## src/rtl/i2c_tgt.sv

```systemverilog
module i2c_tgt #(
  parameter int SYNC = 2
) (
  input  logic       clk,
  input  logic       rst_n,
  input  logic [2:0] reg_addr,
  input  logic       reg_we,
  input  logic [7:0] reg_wdata,
  output logic [7:0] reg_rdata,
  output logic       irq,
  input  logic       scl_in,
  input  logic       sda_in,
  output logic       scl_oe,
  output logic       sda_oe
);

  localparam logic [2:0] A_CTRL = 3'd0, A_STAT = 3'd1, A_IEN = 3'd2, A_OWN = 3'd3, A_DATA = 3'd4;
  localparam logic [3:0] BITS = 4'd8;

  typedef enum logic [2:0] {S_IDLE, S_ADDR, S_AACK, S_RX, S_DACK, S_TX, S_RACK, S_HOLD} st_t;

  logic [SYNC:0] scl_sh, sda_sh;
  logic [3:0] ctrl_q;
  logic [6:0] stat_q, ien_q, own_q, mask_q, mask_d, set_v, stat_d;
  logic [7:0] tx_q, rx_q, sh_q, sh_d;
  logic [3:0] cnt_q, cnt_d;
  st_t        st_q, st_d;
  logic nack_q, nack_d, adr_q, adr_d, ack_q, ack_d, txm_q, txm_d;
  logic stm_ld, rx_ld;

  always_ff @(posedge clk or negedge rst_n)
    if (!rst_n) begin
      scl_sh <= '1;
      sda_sh <= '1;
    end else begin
      scl_sh <= {scl_sh[SYNC-1:0], scl_in};
      sda_sh <= {sda_sh[SYNC-1:0], sda_in};
    end

  wire scl_now = scl_sh[SYNC-1], scl_old = scl_sh[SYNC];
  wire sda_now = sda_sh[SYNC-1], sda_old = sda_sh[SYNC];
  wire rise    = scl_now & ~scl_old;
  wire fall    = ~scl_now & scl_old;
  wire start_c = scl_now & scl_old & sda_old & ~sda_now;
  wire stop_c  = scl_now & scl_old & ~sda_old & sda_now;
  wire en      = ctrl_q[2];
  wire own_hit = sh_q[7:1] == own_q;
  wire gc_hit  = ctrl_q[1] && sh_q == 8'h00;
  wire stat_wr = reg_we && reg_addr == A_STAT;

  always_comb begin
    st_d = st_q; sh_d = sh_q; cnt_d = cnt_q; mask_d = mask_q;
    nack_d = nack_q; adr_d = adr_q; ack_d = ack_q; txm_d = txm_q;
    set_v = '0; stm_ld = 1'b0; rx_ld = 1'b0;
    if (!en) begin
      st_d = S_IDLE;
      adr_d = 1'b0;
    end else if (stop_c) begin
      set_v[4] = adr_q;
      adr_d = 1'b0;
      st_d = S_IDLE;
    end else if (start_c) begin
      st_d = S_ADDR;
      cnt_d = '0;
    end else begin
      case (st_q)
        S_ADDR, S_RX: begin
          if (rise) begin
            sh_d = {sh_q[6:0], sda_now};
            cnt_d = cnt_q + 4'd1;
          end else if (fall && cnt_q == BITS) begin
            if (st_q == S_RX) begin
              rx_ld = 1'b1;
              set_v[1] = 1'b1;
              nack_d = ctrl_q[0];
              st_d = S_DACK;
            end else if (own_hit || gc_hit) begin
              set_v[0] = 1'b1;
              set_v[6] = gc_hit;
              stm_ld = 1'b1;
              txm_d = sh_q[0];
              adr_d = 1'b1;
              st_d = S_AACK;
            end else begin
              st_d = S_IDLE;
            end
          end
        end
        S_AACK: if (fall) begin st_d = S_HOLD; mask_d = 7'h01; end
        S_DACK: if (fall) begin st_d = S_HOLD; mask_d = 7'h02; end
        S_HOLD: if ((stat_q & mask_q) == '0) begin
          cnt_d = '0;
          if (txm_q) begin
            sh_d = tx_q;
            set_v[3] = 1'b1;
            st_d = S_TX;
          end else begin
            st_d = S_RX;
          end
        end
        S_TX: begin
          if (rise) cnt_d = cnt_q + 4'd1;
          else if (fall) begin
            if (cnt_q == BITS) st_d = S_RACK;
            else sh_d = {sh_q[6:0], 1'b0};
          end
        end
        S_RACK: begin
          if (rise) ack_d = ~sda_now;
          else if (fall) begin
            if (ack_q) begin
              set_v[2] = 1'b1;
              mask_d = 7'h08;
              st_d = S_HOLD;
            end else begin
              st_d = S_IDLE;
            end
          end
        end
        default: ;
      endcase
    end
  end

  always_comb begin
    stat_d = (stat_wr ? (stat_q & reg_wdata[6:0]) : stat_q) | set_v;
    if (stm_ld) stat_d[5] = sh_q[0];
  end

  always_ff @(posedge clk or negedge rst_n)
    if (!rst_n) begin
      ctrl_q <= '0; stat_q <= '0; ien_q <= '0; own_q <= '0;
      tx_q <= '0; rx_q <= '0; sh_q <= '0; cnt_q <= '0; mask_q <= '0;
      st_q <= S_IDLE; nack_q <= 1'b0; adr_q <= 1'b0; ack_q <= 1'b0; txm_q <= 1'b0;
    end else begin
      if (reg_we && reg_addr == A_CTRL) ctrl_q <= reg_wdata[3:0];
      if (reg_we && reg_addr == A_IEN)  ien_q  <= reg_wdata[6:0];
      if (reg_we && reg_addr == A_OWN)  own_q  <= reg_wdata[6:0];
      if (reg_we && reg_addr == A_DATA) tx_q   <= reg_wdata;
      if (rx_ld) rx_q <= sh_q;
      stat_q <= stat_d;
      st_q <= st_d; sh_q <= sh_d; cnt_q <= cnt_d; mask_q <= mask_d;
      nack_q <= nack_d; adr_q <= adr_d; ack_q <= ack_d; txm_q <= txm_d;
    end

  always_comb
    case (reg_addr)
      A_CTRL:  reg_rdata = {4'b0, ctrl_q};
      A_STAT:  reg_rdata = {1'b0, stat_q};
      A_IEN:   reg_rdata = {1'b0, ien_q};
      A_OWN:   reg_rdata = {1'b0, own_q};
      A_DATA:  reg_rdata = rx_q;
      default: reg_rdata = '0;
    endcase

  assign irq    = |(stat_q & ien_q);
  assign scl_oe = st_q == S_HOLD;
  assign sda_oe = (st_q == S_AACK) | (st_q == S_DACK && !nack_q) | (st_q == S_TX && !sh_q[7]);

endmodule

```

## config.mk

```make
export PLATFORM = sky130hd
export DESIGN_NAME = i2c_tgt
export DESIGN_NICKNAME = d
export VERILOG_FILES = /design/src/rtl/i2c_tgt.sv
export SDC_FILE = /design/constraint.sdc
export NUM_CORES = 1
export LEC_CHECK = 0
export BUFFER_PORTS_ARGS = -buffer_cell sky130_fd_sc_hd__clkbuf_2
export CORE_MARGIN = 2
export CORE_UTILIZATION = 30
export CTS_BUF_LIST = sky130_fd_sc_hd__clkbuf_8
export CTS_CLUSTER_DIAMETER = 150
export DETAILED_ROUTE_END_ITERATION = 12
export PLACE_DENSITY_LB_ADDON = 0.3
export SETUP_SLACK_MARGIN = 0.5
export SKIP_LAST_GASP = 1
export SYNTH_ARGS = -nofsm -noshare
export SYNTH_HDL_FRONTEND = slang
export SYNTH_SLANG_ARGS = --single-unit
```

## constraint.sdc

```tcl
create_clock -name clk -period 5.8 [get_ports clk]
set_input_delay 0.87 -clock clk [delete_from_list [all_inputs] [get_ports clk]]
set_output_delay 0.87 -clock clk [all_outputs]
set_load 0.05 [all_outputs]
```

==> results.json, run 1 <==
{
  "status": "completed",
  "synth_top_area_share_pct": 45.6,
  "dominantRegCellSynth": "dfrtp_1",
  "ys_ff_latch": 69,
  "worstHoldPathCells": 0,
  "n_antenna_cell": 0,
  "final_cell_mix": "63 x dfrtp_1, 42 x mux2_2, 37 x nand2_1",
  "root_buffer": "clkbuf_8",
  "clockBufferDepth": 2,
  "critical_path_class": "in -> out",
  "crit_fanout": 17,
  "p_clk_share_pct": 37.0,
  "clk_pin_slew_ns": 0.08,
  "setup_tns_ns": 0,
  "worst_pin_slew_ns": 0.903,
  "area_growth_pct": 14.3,
  "r2r_cells": 5,
  "dpl_worst_slack_ns": 2.63,
  "synth_seq_area_share_pct": 50.2,
  "routed_via_density": 5.22,
  "rsz0062_at_grt": "no",
  "postSynthCellCount": 323,
  "post_cts_buffers": 0,
  "globalRouteOverflowTotal": 0,
  "fin_crit_ns": 3.21,
  "portBuffers": 26,
  "end_kind": "output pin",
  "fmax_mhz": 311,
  "grt_pass1_vias": 2600,
  "power.switching_uw": 355,
  "async_flop_share_pct": 100,
  "num_rows": 39,
  "drc": 0,
  "timing.hold.ws_ns": 0.359,
  "maxSlewViolCount": 0,
  "fin_nets": 367,
  "drive_above_1_share_pct": 27.4,
  "hp-class": "reg -> reg",
  "busiest_layer": "met2",
  "whs_endpoint": "sda_sh[1]$_DFF_PN1_",
  "firstDrtPassIters": 4,
  "fillCellCount": 1147,
  "arrival_ns": 2.34,
  "period_share_pct": 55.4,
  "dp_hpwl_um": 6180,
  "p_int_uw": 860,
  "groute.layer.met3.usage_pct": 2.07,
  "start_util_pct": 30.5,
  "r2r-end": "txm_q$_DFFE_PN0P_",
  "required_ns": 4.93,
  "synth_area_leader_cell": "dfrtp_1",
  "fin_ws_ns": 2.59,
  "post_cts_resized": 0,
  "gp_congestion": 0.882,
  "cts_buffers": 9,
  "hold_start": "sda_sh[0]$_DFF_PN1_",
  "placedCellCount": 481,
  "wire_per_inst_um": 17.3,
  "die_w_um": 111,
  "chipHeight_um": 111,
  "finalSetupViolCount": 0,
  "peakVddDrop_uv": 153,
  "r2r-start": "scl_sh[2]$_DFF_PN1_",
  "switching_share_pct": 29.2,
  "drt_iter0_drc": 180,
  "sequentialPowerShare_pct": 48.0,
  "hold_buffers": 0,
  "utilization_pct": 34.9,
  "synth_edf_count": 0,
  "hold_viol": 0,
  "comb_power_share_pct": 15.0,
  "grt_max_degree": 70,
  "synth_warnings": 0,
  "antenna_found_initial": 0,
  "p_leak_uw": 0.00173,
  "final_common_cell": "dfrtp_1",
  "syn_nets": 341,
  "drt_wl_total_um": 8590,
  "worstSetupStartpointType": "input port",
  "vias": 2595,
  "clock_skew_ns": 0.0114,
  "max-cap-violations": 0,
  "synth.cell_area_mm2": 0.00346,
  "avgSynthCellArea_um2": 10.7,
  "grt_usage_pct": 14.4,
  "use_met2_pct": 21.4,
  "htree_levels": 3,
  "use_met1_pct": 21.2,
  "final_cells": 497,
  "ff2ff_setup_slack_ns": 3.34,
  "synth.area.top_cells": "dfrtp_1 46%, mux2_2 14%, dfstp_2 4.6%",
  "max-slew-margin-rel_pct": 39.8,
  "clock_latency_ns": 0.36,
  "cts_tree": "built",
  "final_antenna_net_count": 0,
  "grt_pass1_wl_um": 14200,
  "ioPinCount": 27,
  "fp.dieArea_mm2": 0.0124,
  "ys_types": 48,
  "power_density_mw_per_mm2": 308,
  "cts.sinks": 69,
  "core_area_mm2": 0.0113
}
## metrics by stage
step / instance area, um2 / power (uW)
3_5_place_dp: 3730 / 774
4_1_cts: 3950 / 1220
5_1_grt: 3950 / 1270
3_3_place_gp: 3730 / 771
6_report: 3950 / 1220
2_1_floorplan: 3460 / 707
## critical path, cell delays in order
cell and delay [ns]:
clkbuf_2 0.33, nor2b_1 0.51, a22oi_1 0.13, o22ai_1 0.18
clkbuf_2 0.31
## sequential cells by signal, summed over array words and instances, names as in the netlist
register  count
adr_q         1
ien_q         7
rx_q          8
ack_q         1
stat_q        7
cnt_q         4
nack_q        1
txm_q         1
scl_sh        3
st_q          3
sda_sh        3
sh_q          8
tx_q          8
ctrl_q        4
own_q         7
mask_q        3
## power by group through the flow
| stage | sequential [uW] | clock, uW | combinational, uW |
|---|---|---|---|
| after floorplan | 571 | 0 | 136 |
| final | 583 | 450 | 182 |
| after detailed placement | 591 | 0 | 184 |
| after CTS | 582 | 455 | 184 |
| after global routing | 589 | 481 | 198 |
| after global placement | 591 | 0 | 180 |
## kinds of logic after synthesis
kind of cell,count (synthesis),share of synthesized area [%]
AOI/OAI and AO/OA,72,13.7
xor gates and xnor gates,8,2.03
adders and majority gates,2,0.724
buffers and inverters,22,2.43
DFF,69,50.2
muxes,56,17.7
and+or+nand+nor,94,13.3
## layer usage
metal,share of wire [%],vias up
met1,49,1299
met3,4.1,10
met5,0,-
met2,45,63
met4,1.8,0
li1,-,1223
## synth_stat cells (2+ instances only)
cell and n:
dfrtp_1 63, mux2_2 42, nand2_1 37, o21ai_0 22, nor2_1 16, mux2i_1 14, a21oi_1 11, clkbuf_1 11
inv_1 10, nand3_1 9, a22oi_1 8, o22ai_1 7, dfstp_2 6, nor2b_1 6, nand2b_1 5, xnor2_1 5
o31ai_1 4, a31oi_1 3, nand4_1 3, nor3_1 3, xor2_1 3, a222oi_1 2, a32o_1 2, and2_1 2
and3_1 2, ha_1 2, nor4_1 2, or2_2 2, or3_1 2
## worst max-delay path by stage
stage                      startpoint            to  slack, ns  depth (start not counted)
after floorplan           reg_addr[1]  reg_rdata[0]       2.53                          4
after global placement    reg_addr[1]  reg_rdata[6]       2.68                          5
after detailed placement  reg_addr[1]  reg_rdata[1]       2.63                          5
after CTS                 reg_addr[1]  reg_rdata[1]       2.62                          5
after global routing      reg_addr[1]  reg_rdata[4]       2.48                          5
final                     reg_addr[1]  reg_rdata[4]       2.59                          5
## area by class of cell
class / count / area (um2) / area share [%]
Multi-Input combinational cell: 232 / 1640 / 41.5
Timing Repair Buffer: 27 / 138 / 3.48
Clock buffer: 10 / 138 / 3.48
Sequential cell: 69 / 1730 / 43.9
Tap cell: 143 / 179 / 4.53
Clock inverter: 6 / 86.3 / 2.19
Inverter: 10 / 37.5 / 0.950
Note: power is estimated with default switching activity, not from simulation.
==> run 2, diff against run 1 <==
clock period = 2.6 ns   (was 5.8 ns; I/O delays follow)
==> run 2 against run 1 <==
Compared with the run above: setup slack lost 2.0 ns; die area is the same; worst hold slack lost 0.24 ns; total power grew 130%; combinational power grew 150%; first-iteration DRC count grew 5.0%; sequential cell count is the same; clock skew is essentially flat; final area grew 6.0%; critical endpoint is now sh_q[1]$_DFFE_PN0P_; largest cell class unchanged.
==> results.json, run 2 (synthesis gave the netlist of run 1 again) <==
{
  "start_util_pct": 30.5,
  "hp-class": "in -> reg",
  "p_leak_uw": 0.00182,
  "chipHeight_um": 111,
  "worstHoldPathCells": 1,
  "grt_max_degree": 61,
  "clk_pin_slew_ns": 0.08,
  "drc": 0,
  "grt_pass1_vias": 2725,
  "status": "completed",
  "n_antenna_cell": 0,
  "peakVddDrop_uv": 376,
  "final_antenna_net_count": 0,
  "drt_wl_total_um": 8630,
  "final_cell_mix": "61 x dfrtp_1, 42 x mux2_2, 37 x nand2_1",
  "clock_latency_ns": 0.35,
  "arrival_ns": 2.23,
  "r2r-end": "sh_q[1]$_DFFE_PN0P_",
  "busiest_layer": "met2",
  "crit_fanout": 8,
  "worst_pin_slew_ns": 0.630,
  "clockBufferDepth": 2,
  "hold_viol": 0,
  "die_w_um": 111,
  "routed_via_density": 5.19,
  "end_kind": "register",
  "root_buffer": "clkbuf_8",
  "comb_power_share_pct": 16.0,
  "r2r-start": "cnt_q[0]$_DFFE_PN0P_",
  "timing.hold.ws_ns": 0.118,
  "cts.sinks": 69,
  "globalRouteOverflowTotal": 0,
  "portBuffers": 26,
  "area_growth_pct": 21.2,
  "drt_iter0_drc": 189,
  "drive_above_1_share_pct": 33.9,
  "ioPinCount": 27,
  "ff2ff_setup_slack_ns": 0.60,
  "core_area_mm2": 0.0113,
  "gp_congestion": 0.872,
  "period_share_pct": 77.1,
  "maxSlewViolCount": 0,
  "wire_per_inst_um": 16.9,
  "worst_path_largest_cell_delay_ns": 0.41,
  "cts_tree": "built",
  "placed_area_mm2": 0.00384,
  "largestRegisters": "rx_q x8, sh_q x8, tx_q x8",
  "fin_nets": 382,
  "required_ns": 2.82,
  "firstDrtPassIters": 4,
  "power.switching_uw": 786,
  "fillCellCount": 1140,
  "p_clk_share_pct": 38.4,
  "antenna_found_initial": 0,
  "power_density_mw_per_mm2": 675,
  "grt_pass1_wl_um": 14600,
  "fin_crit_ns": 2.00,
  "grt_usage_pct": 14.6,
  "whs_endpoint": "scl_sh[0]$_DFF_PN1_",
  "r2r_cells": 8,
  "worstSetupStartpointType": "register",
  "max-slew-margin-rel_pct": 57.5,
  "use_met2_pct": 22.4,
  "vias": 2657,
  "rsz0062_at_grt": "yes",
  "p_int_uw": 2040,
  "groute.layer.met3.usage_pct": 2.01,
  "sequentialPowerShare_pct": 45.7,
  "cts_buffers": 9,
  "fp.dieArea_mm2": 0.0124,
  "setup_tns_ns": 0,
  "critical_path_class": "reg -> reg",
  "fmax_mhz": 499,
  "final_common_cell": "dfrtp_1",
  "use_met1_pct": 20.8,
  "path_cells": "inv_1, ha_1, and3b_2, nor3_1, a211oi_1, nor3_4, buf_12, mux2_2",
  "num_rows": 39,
  "switching_share_pct": 27.8,
  "stdcell_area_mm2": 0.00419,
  "clock_skew_ns": 0.0112,
  "hold_start": "scl_in",
  "htree_levels": 3,
  "slowest_stage": "dfrtp_1",
  "dp_hpwl_um": 6360,
  "max-cap-violations": 0,
  "finalSetupViolCount": 0
}
-- run 2: what timing repair did --
item / 4_1_cts / 5_1_grt
hold buffers: 1 / 0
pin swaps: 0 / 4
resized for setup: 6 / 2
setup endpoints to repair: 11 / 18
endpoints found under the hold margin: 9 / 0
setup buffers: 0 / 7
-- run 2: per-layer routing --
metal	vias up	part of all wire, %	wire length [um]
met5	-	0	0
met2	61	47	4020
li1	1260	-	-
met4	0	2.3	198
met3	14	2.7	234
met1	1322	48	4180
-- run 2: cell type report --
class,count,area (um2),share of cell area [%]
clock buffer,10,138,3.29
clock inverter,6,110,2.63
inverter,10,37.5,0.896
multi-input combinational,232,1710,40.8
sequential,69,1740,41.5
tap,143,179,4.27
timing repair buffer,42,280,6.69
-- run 2: worst max-delay path by stage --
stage / end / startpoint / cells past startpoint
after floorplan: txm_q$_DFFE_PN0P_ / sda_sh[1]$_DFF_PN1_ / 6
after global placement: txm_q$_DFFE_PN0P_ / cnt_q[0]$_DFFE_PN0P_ / 7
after detailed placement: txm_q$_DFFE_PN0P_ / cnt_q[0]$_DFFE_PN0P_ / 7
after CTS: scl_oe / st_q[2]$_DFFE_PN0P_ / 3
after global routing: scl_oe / st_q[2]$_DFFE_PN0P_ / 3
final: sh_q[1]$_DFFE_PN0P_ / cnt_q[0]$_DFFE_PN0P_ / 8
-- run 2: power groups by stage --
stage               clock, uW  sequential [uW]  combinational [uW]
floorplan                   0             1270                 318
global placement            0             1310                 439
detailed placement          0             1310                 445
CTS                      1100             1290                 449
global route             1160             1300                 494
finish                   1080             1290                 452
-- run 2: stage by stage --
step	worst slack (ns)	util (%)	cells	power, uW
3_5_place_dp	0.461	33.9	488	1760
5_1_grt	0.459	37.0	512	2960
4_1_cts	0.487	36.4	505	2840
6_report	0.595	37.0	512	2830
3_3_place_gp	0.518	33.9	488	1750
2_1_floorplan	0.545	-	323	1590
-- run 2: critical path, delay by kind of cell (launching register included) --
| family | cells | cell delay (ns) |
|---|---|---|
| flip-flops | 1 | 0.41 |
| multiplexers | 1 | 0.32 |
| buffers and inverters | 2 | 0.21 |
| AO/OA/AOI/OAI | 1 | 0.11 |
| adder cells (fa/ha/maj) | 1 | 0.18 |
| AND/OR/NAND/NOR | 3 | 0.63 |
